**config.mk**
```make
export PLATFORM = sky130hd
export DESIGN_NAME = pad_pwr_seq
export DESIGN_NICKNAME = d
export VERILOG_FILES = /design/src/rtl/pad_pwr_pkg.sv /design/src/rtl/pad_settle_timer.sv /design/src/rtl/pad_rail_bank.sv /design/src/rtl/pad_use_counter.sv /design/src/rtl/pad_pwr_seq.sv
export SDC_FILE = /design/constraint.sdc
export NUM_CORES = 1
export LEC_CHECK = 0
export CAP_MARGIN = 20
export CORE_ASPECT_RATIO = 1.2
export CORE_MARGIN = 5
export CORE_UTILIZATION = 55
export DETAILED_ROUTE_END_ITERATION = 7
export PLACE_DENSITY = 0.85
export SLEW_MARGIN = 0
export SYNTH_ARGS = -nofsm -noshare
export SYNTH_HDL_FRONTEND = slang
export SYNTH_HIERARCHICAL = 1
export SYNTH_SLANG_ARGS = --single-unit
export TNS_END_PERCENT = 5
```
**constraint.sdc**
```tcl
create_clock -name clk -period 3.03 [get_ports clk]
set_clock_uncertainty 0.2 [all_clocks]
set_input_delay 0.4545 -clock clk [delete_from_list [all_inputs] [get_ports clk]]
set_output_delay 0.4545 -clock clk [all_outputs]
set_load 0.02 [all_outputs]
```
**src/rtl/pad_pwr_pkg.sv**
```systemverilog
// Shared types for the pad power sequencer.
// Assumes three domain rails, indexed so that the power-up order is 0,1,2.
package pad_pwr_pkg;
    localparam int NUM_RAILS = 3;
    localparam int RAIL_CLAMP = 0;
    localparam int RAIL_EARLY = 1;
    localparam int RAIL_VCORE = 2;
    localparam int LAST_STEP = NUM_RAILS - 1;

    localparam logic [1:0] PHY_ID_PCIE = 2'd0;
    localparam logic [1:0] PHY_ID_SATA = 2'd1;

    typedef enum logic [2:0] {
        ST_IDLE,
        ST_STEP,
        ST_SETTLE,
        ST_PHY_GO,
        ST_PHY_WAIT,
        ST_RESP
    } seq_state_t;

    // Rail touched by a given step: forward order going up, reverse going down.
    function automatic logic [1:0] rail_of_step(input logic dir_up, input logic [1:0] step);
        return dir_up ? step : 2'(LAST_STEP - int'(step));
    endfunction

    function automatic logic phy_id_known(input logic [1:0] id);
        return (id == PHY_ID_PCIE) || (id == PHY_ID_SATA);
    endfunction
endpackage

```
**src/rtl/pad_settle_timer.sv**
```systemverilog
// Settle timer: after a start pulse, raises tick for one cycle SETTLE_CYC
// cycles later. Assumes SETTLE_CYC >= 1 and no restart while running.
module pad_settle_timer #(
    parameter int SETTLE_CYC = 20000,
    localparam int CYC_W = $clog2(SETTLE_CYC + 1)
) (
    input  logic clk,
    input  logic rst_n,
    input  logic start,
    output logic tick
);
    logic [CYC_W-1:0] remain;
    logic             running;

    assign tick = running && (remain == '0);

    // Load on start, count down while running, stop at zero.
    always_ff @(posedge clk) begin
        if (!rst_n) begin
            remain  <= '0;
            running <= 1'b0;
        end else if (start) begin
            remain  <= CYC_W'(SETTLE_CYC - 1);
            running <= 1'b1;
        end else if (tick) begin
            running <= 1'b0;
        end else if (running) begin
            remain <= remain - 1'b1;
        end
    end
endmodule

```
**src/rtl/pad_rail_bank.sv**
```systemverilog
// Rail bank: one flop per domain control, reset to 1 (domain off).
// A write sets or clears exactly the selected rail.
module pad_rail_bank #(
    parameter int NUM = 3
) (
    input  logic           clk,
    input  logic           rst_n,
    input  logic           wr,
    input  logic [1:0]     sel,
    input  logic           val,
    output logic [NUM-1:0] rails
);
    for (genvar g = 0; g < NUM; g++) begin : g_rail
        // Hold the rail unless this bit is the write target.
        always_ff @(posedge clk) begin
            if (!rst_n)
                rails[g] <= 1'b1;
            else if (wr && (int'(sel) == g))
                rails[g] <= val;
        end
    end
endmodule

```
**src/rtl/pad_use_counter.sv**
```systemverilog
// Use counter: holds the number of active PHY users, with flags for the
// sequencing and guard decisions. Assumes the caller never asks for inc
// at full or dec at zero.
module pad_use_counter #(
    parameter int CNT_W = 4
) (
    input  logic             clk,
    input  logic             rst_n,
    input  logic             inc,
    input  logic             dec,
    output logic [CNT_W-1:0] count,
    output logic             is_zero,
    output logic             is_one,
    output logic             is_full
);
    assign is_zero = (count == '0);
    assign is_one  = (count == CNT_W'(1));
    assign is_full = (count == '1);

    // Step the count by one on inc or dec.
    always_ff @(posedge clk) begin
        if (!rst_n)
            count <= '0;
        else if (inc && !dec)
            count <= count + 1'b1;
        else if (dec && !inc)
            count <= count - 1'b1;
    end
endmodule

```
**src/rtl/pad_pwr_seq.sv**
```systemverilog
// Reference-counted pad power sequencer (top).
// Takes one enable/disable request at a time and runs the domain sequence
// only on the first enable and the last disable. It hands the per-PHY
// step to outside logic through phy_start/phy_done.
// Assumes phy_done arrives only after phy_start, once per start.
module pad_pwr_seq
    import pad_pwr_pkg::*;
#(
    parameter int CLK_MHZ   = 200,
    parameter int SETTLE_US = 100,
    parameter int CNT_W     = 4,
    localparam int SETTLE_CYC = CLK_MHZ * SETTLE_US
) (
    input  logic             clk,
    input  logic             rst_n,
    input  logic             req_valid,
    output logic             req_ready,
    input  logic             req_enable,
    input  logic [1:0]       req_phy_id,
    output logic             phy_start,
    output logic             phy_on,
    output logic [1:0]       phy_sel,
    input  logic             phy_done,
    input  logic             phy_fail,
    output logic             rail_vcore_down,
    output logic             rail_clamp_early,
    output logic             rail_clamp,
    output logic             busy,
    output logic             done,
    output logic             error,
    output logic [CNT_W-1:0] use_count
);
    seq_state_t           state;
    logic                 cur_en;
    logic [1:0]           cur_id;
    logic                 dir_up;
    logic [1:0]           step;
    logic                 err_q;
    logic                 tick;
    logic                 tmr_start;
    logic                 rail_wr;
    logic                 cnt_inc;
    logic                 cnt_dec;
    logic                 cnt_zero;
    logic                 cnt_one;
    logic                 cnt_full;
    logic [NUM_RAILS-1:0] rails;
    logic                 last_step;
    logic                 phy_ok;
    logic                 reject;

    assign last_step = (step == 2'(LAST_STEP));
    assign phy_ok    = (state == ST_PHY_WAIT) && phy_done && !phy_fail;
    assign reject    = !phy_id_known(req_phy_id) ||
                       (req_enable ? cnt_full : cnt_zero);

    // Handshake and status decode from the sequencer state.
    always_comb begin
        req_ready = (state == ST_IDLE);
        busy      = (state != ST_IDLE);
        done      = (state == ST_RESP);
        error     = (state == ST_RESP) && err_q;
        phy_start = (state == ST_PHY_GO);
        phy_on    = cur_en;
        phy_sel   = cur_id;
        rail_wr   = (state == ST_STEP);
        tmr_start = (state == ST_STEP);
        cnt_inc   = phy_ok && cur_en;
        cnt_dec   = (phy_ok && !cur_en && !cnt_one) ||
                    ((state == ST_SETTLE) && tick && last_step && !dir_up);
    end

    // Sequencer: request intake, domain steps, PHY handoff, response.
    always_ff @(posedge clk) begin
        if (!rst_n) begin
            state  <= ST_IDLE;
            cur_en <= 1'b0;
            cur_id <= '0;
            dir_up <= 1'b1;
            step   <= '0;
            err_q  <= 1'b0;
        end else begin
            case (state)
                ST_IDLE: begin
                    if (req_valid) begin
                        cur_en <= req_enable;
                        cur_id <= req_phy_id;
                        step   <= '0;
                        dir_up <= 1'b1;
                        err_q  <= reject;
                        if (reject)
                            state <= ST_RESP;
                        else if (req_enable && cnt_zero)
                            state <= ST_STEP;
                        else
                            state <= ST_PHY_GO;
                    end
                end
                ST_STEP:   state <= ST_SETTLE;
                ST_SETTLE: begin
                    if (tick) begin
                        if (!last_step) begin
                            step  <= step + 1'b1;
                            state <= ST_STEP;
                        end else begin
                            state <= dir_up ? ST_PHY_GO : ST_RESP;
                        end
                    end
                end
                ST_PHY_GO: state <= ST_PHY_WAIT;
                ST_PHY_WAIT: begin
                    if (phy_done) begin
                        if (phy_fail) begin
                            err_q <= 1'b1;
                            state <= ST_RESP;
                        end else if (!cur_en && cnt_one) begin
                            dir_up <= 1'b0;
                            step   <= '0;
                            state  <= ST_STEP;
                        end else begin
                            state <= ST_RESP;
                        end
                    end
                end
                default:   state <= ST_IDLE;
            endcase
        end
    end

    pad_settle_timer #(.SETTLE_CYC(SETTLE_CYC)) i_timer (
        .clk   (clk),
        .rst_n (rst_n),
        .start (tmr_start),
        .tick  (tick)
    );

    pad_rail_bank #(.NUM(NUM_RAILS)) i_rails (
        .clk   (clk),
        .rst_n (rst_n),
        .wr    (rail_wr),
        .sel   (rail_of_step(dir_up, step)),
        .val   (!dir_up),
        .rails (rails)
    );

    pad_use_counter #(.CNT_W(CNT_W)) i_count (
        .clk     (clk),
        .rst_n   (rst_n),
        .inc     (cnt_inc),
        .dec     (cnt_dec),
        .count   (use_count),
        .is_zero (cnt_zero),
        .is_one  (cnt_one),
        .is_full (cnt_full)
    );

    assign rail_clamp       = rails[RAIL_CLAMP];
    assign rail_clamp_early = rails[RAIL_EARLY];
    assign rail_vcore_down  = rails[RAIL_VCORE];
endmodule

```
==> impl_metrics.ini <==
[cells_and_area]
nets = 270
seq_area_sq_um = 661
layout-drive-gt1-share_pct = 14.0
finalNonFillerCells = 294
num_antenna_cells = 0
multi_input_area_sq_um = 1220
nFillCells = 271
final_cell_mix = 33 x dfxtp_1, 22 x clkdlybuf4s50_1, 15 x inv_1, 15 x a21oi_1, 14 x nand2_1
final_common_cell = dfxtp_1
area_growth_pct = 19.4

[route]
wl_per_cell_microns = 14.9
ant_nets = 0
viasPerCell = 6.07
drc = 0
wirelength_microns = 4370
drt_iter0_drc = 37
vias = 1786
drt_pass1_iterations = 4

[clocking]
cts_buffers = 5
cts_tree = done
htreeDepth = 2
cts_buffer_depth = 2
clk_pin_slew_ps = 80
root_buffer = clkbuf_8
clock_latency_ps = 300
numClockSinks = 33

[yosys]
postSynthCellCount = 229
async_flop_share_pct = 0
ys_seq_elements = 33
synth_cell_types = 65
ys_seq_area_share_pct = 33.4
yosysWarnings = 6
synth_ff_type = dfxtp_1
syn_avg_cell_area_sq_um = 8.63
synth_nets = 243
syn_area_sq_um = 1980
synth_edf_count = 0

[timing]
fin_crit_sh_pct = 91.8
tightest_slew_ps = 463
final.setup.tns_ps = 0
rsz0062_at_grt = no
maxSlewHeadroom_pct = 68.8
whs_ps = 283
setup_viol = 0
fin_ws_ps = 247
drv_slew = 0
min_period_ps = 2780
fmax_mhz = 359
hold_viol = 0

[run]
max_cap_violations = 0

[critical_path]
arrival_ps = 2810
slowest_delay_ps = 430
start_kind = flip-flop
path_cells = inv_1, ha_1, and2b_2, nand4_4, nor3_2, nand3_1, a21oi_1, inv_1, ha_1, or4_1, a21oi_2, mux2i_1
crit_type = reg -> reg
worst-endpoint-required_ps = 3060
critPathMaxFanout = 6
slowest_stage = or4_1
cp-end-kind = flip-flop

[pwr]
p_leak_nw = 0.896
ir_drop_uv = 501
cellPowerDensity_nw_per_um2 = 918

[floorplanning]
dieArea_sq_um = 4900
fp.dieW_microns = 64.7
start_util_pct = 58.2
core.rowCount = 23
fp.coreArea_sq_um = 3400
die_y_microns = 75.7
pin_count = 23

[global_route]
grt_max_degree = 17
grt_pass1_vias = 1761
grt-ovfl-total = 0
antenna_found_initial = 0
grt_pass1_wl_microns = 7690
track_usage_pct = 20.1

[status]
status = completed

[worst_hold_path]
hold_path.class = reg -> reg

[placement]
port_buffers = 22
place_ws_ps = 205
dp.cells = 285
dp_hpwl_microns = 3220
gp_congestion = 0.821
==> path summary, 6_finish.rpt <==
| path | depth (start not counted) | startpoint | slack [ps] | end |
|---|---|---|---|---|
| setup reg to reg | 12 | i_timer/remain[0] | 250 | i_count/count[3] |
| hold reg to reg | 2 | phy_sel[0] | 280 | phy_sel[0] |
| setup / recovery | 12 | i_timer/remain[0] | 250 | i_count/count[3] |
| hold / removal | 2 | phy_sel[0] | 280 | phy_sel[0] |
==> critical path, delay by kind of cell (launching register included) <==
| kind | cells | cell delay [ps] |
|---|---|---|
| multiplexers | 1 | 180 |
| AO/OA/AOI/OAI | 2 | 310 |
| adder cells (fa/ha/maj) | 2 | 430 |
| buffers and inverters | 2 | 150 |
| flip-flops | 1 | 340 |
| AND/OR/NAND/NOR | 5 | 1080 |
==> repair_timing <==
action,in CTS,in global routing
endpoints found under the setup margin,0,2
gates resized for setup,0,2
setup buffers,0,1
hold buffers,0,0
==> state kept, by name (all words and copies together), names as in the netlist <==
register         count
i_timer/remain      15
err_q                1
state                3
dir_up               1
i_count/count        4
phy_on               1
phy_sel              2
i_rails/rails        3
i_timer/running      1
step                 2
==> Yosys cell counts (3+ instances only) <==
| cell type | number | share of area (%) |
|---|---|---|
| nand2b_1 | 5 | 1.6 |
| mux2i_1 | 8 | 4.1 |
| nand2_1 | 14 | 2.7 |
| nor3_1 | 7 | 1.8 |
| nand3b_1 | 3 | 1.1 |
| or2_2 | 3 | 0.95 |
| nand4_1 | 3 | 0.95 |
| a211oi_1 | 3 | 1.1 |
| and2_1 | 4 | 1.3 |
| or4_1 | 5 | 1.9 |
| o21ai_0 | 10 | 2.5 |
| buf_6 | 3 | 1.7 |
| a21oi_2 | 3 | 1.3 |
| o31ai_1 | 4 | 1.5 |
| nor2b_1 | 8 | 2.5 |
| a311oi_1 | 3 | 1.3 |
| dfxtp_1 | 33 | 33 |
| nor2_1 | 12 | 2.3 |
| a21oi_1 | 15 | 3.8 |
| nor3b_1 | 3 | 1.1 |
| nand3_1 | 7 | 1.8 |
| a21boi_1 | 3 | 1.1 |
| inv_1 | 15 | 2.8 |
| clkbuf_1 | 3 | 0.57 |
| ha_1 | 6 | 3.8 |
==> report_power, final <==
part           switching [mW]  internal, mW  total [mW]  leakage, nW
sequential              0.157         0.546       0.703        0.270
clock                   0.183         0.246       0.429       0.0543
combinational           0.591         0.444        1.04        0.572
total                   0.932          1.24        2.17        0.896
==> per-layer routing <==
metal | GRT usage, % | share of wire (%) | up-vias
li1 | - | - | 891
met1 | 22.6 | 45 | 855
met5 | 0 | 0 | -
met4 | 8.69 | 1.6 | 0
met3 | 5.75 | 3.1 | 7
met2 | 35.7 | 51 | 33
==> stage by stage <==
stage	utilization, %	area [sq um]	power [mW]
floorplan	-	1980	1.46
global placement	65.5	2220	1.67
detailed placement	65.5	2220	1.70
CTS	68.9	2340	2.14
global route	69.5	2360	2.33
finish	69.5	2360	2.17
==> logic make-up (layout without fill, tap and decap cells) <==
group | after synthesis | in the layout | share of synthesized area, %
buffers and inverters | 23 | 51 | 5.76
flip-flops | 33 | 33 | 33.4
AND/OR/NAND/NOR | 97 | 97 | 30.8
XOR/XNOR | 2 | 2 | 0.886
AO/OA/AOI/OAI | 59 | 59 | 20.7
adder cells (fa/ha/maj) | 6 | 6 | 3.80
multiplexers | 9 | 9 | 4.62
==> cell type report <==
type | instances | area share [%]
Sequential cell | 33 | 28.0
Timing Repair Buffer | 28 | 11.2
Tap cell | 37 | 1.96
Multi-Input combinational cell | 173 | 51.5
Clock buffer | 5 | 2.92
Clock inverter | 3 | 1.96
Inverter | 15 | 2.39
(Power assumes the default switching activity.)
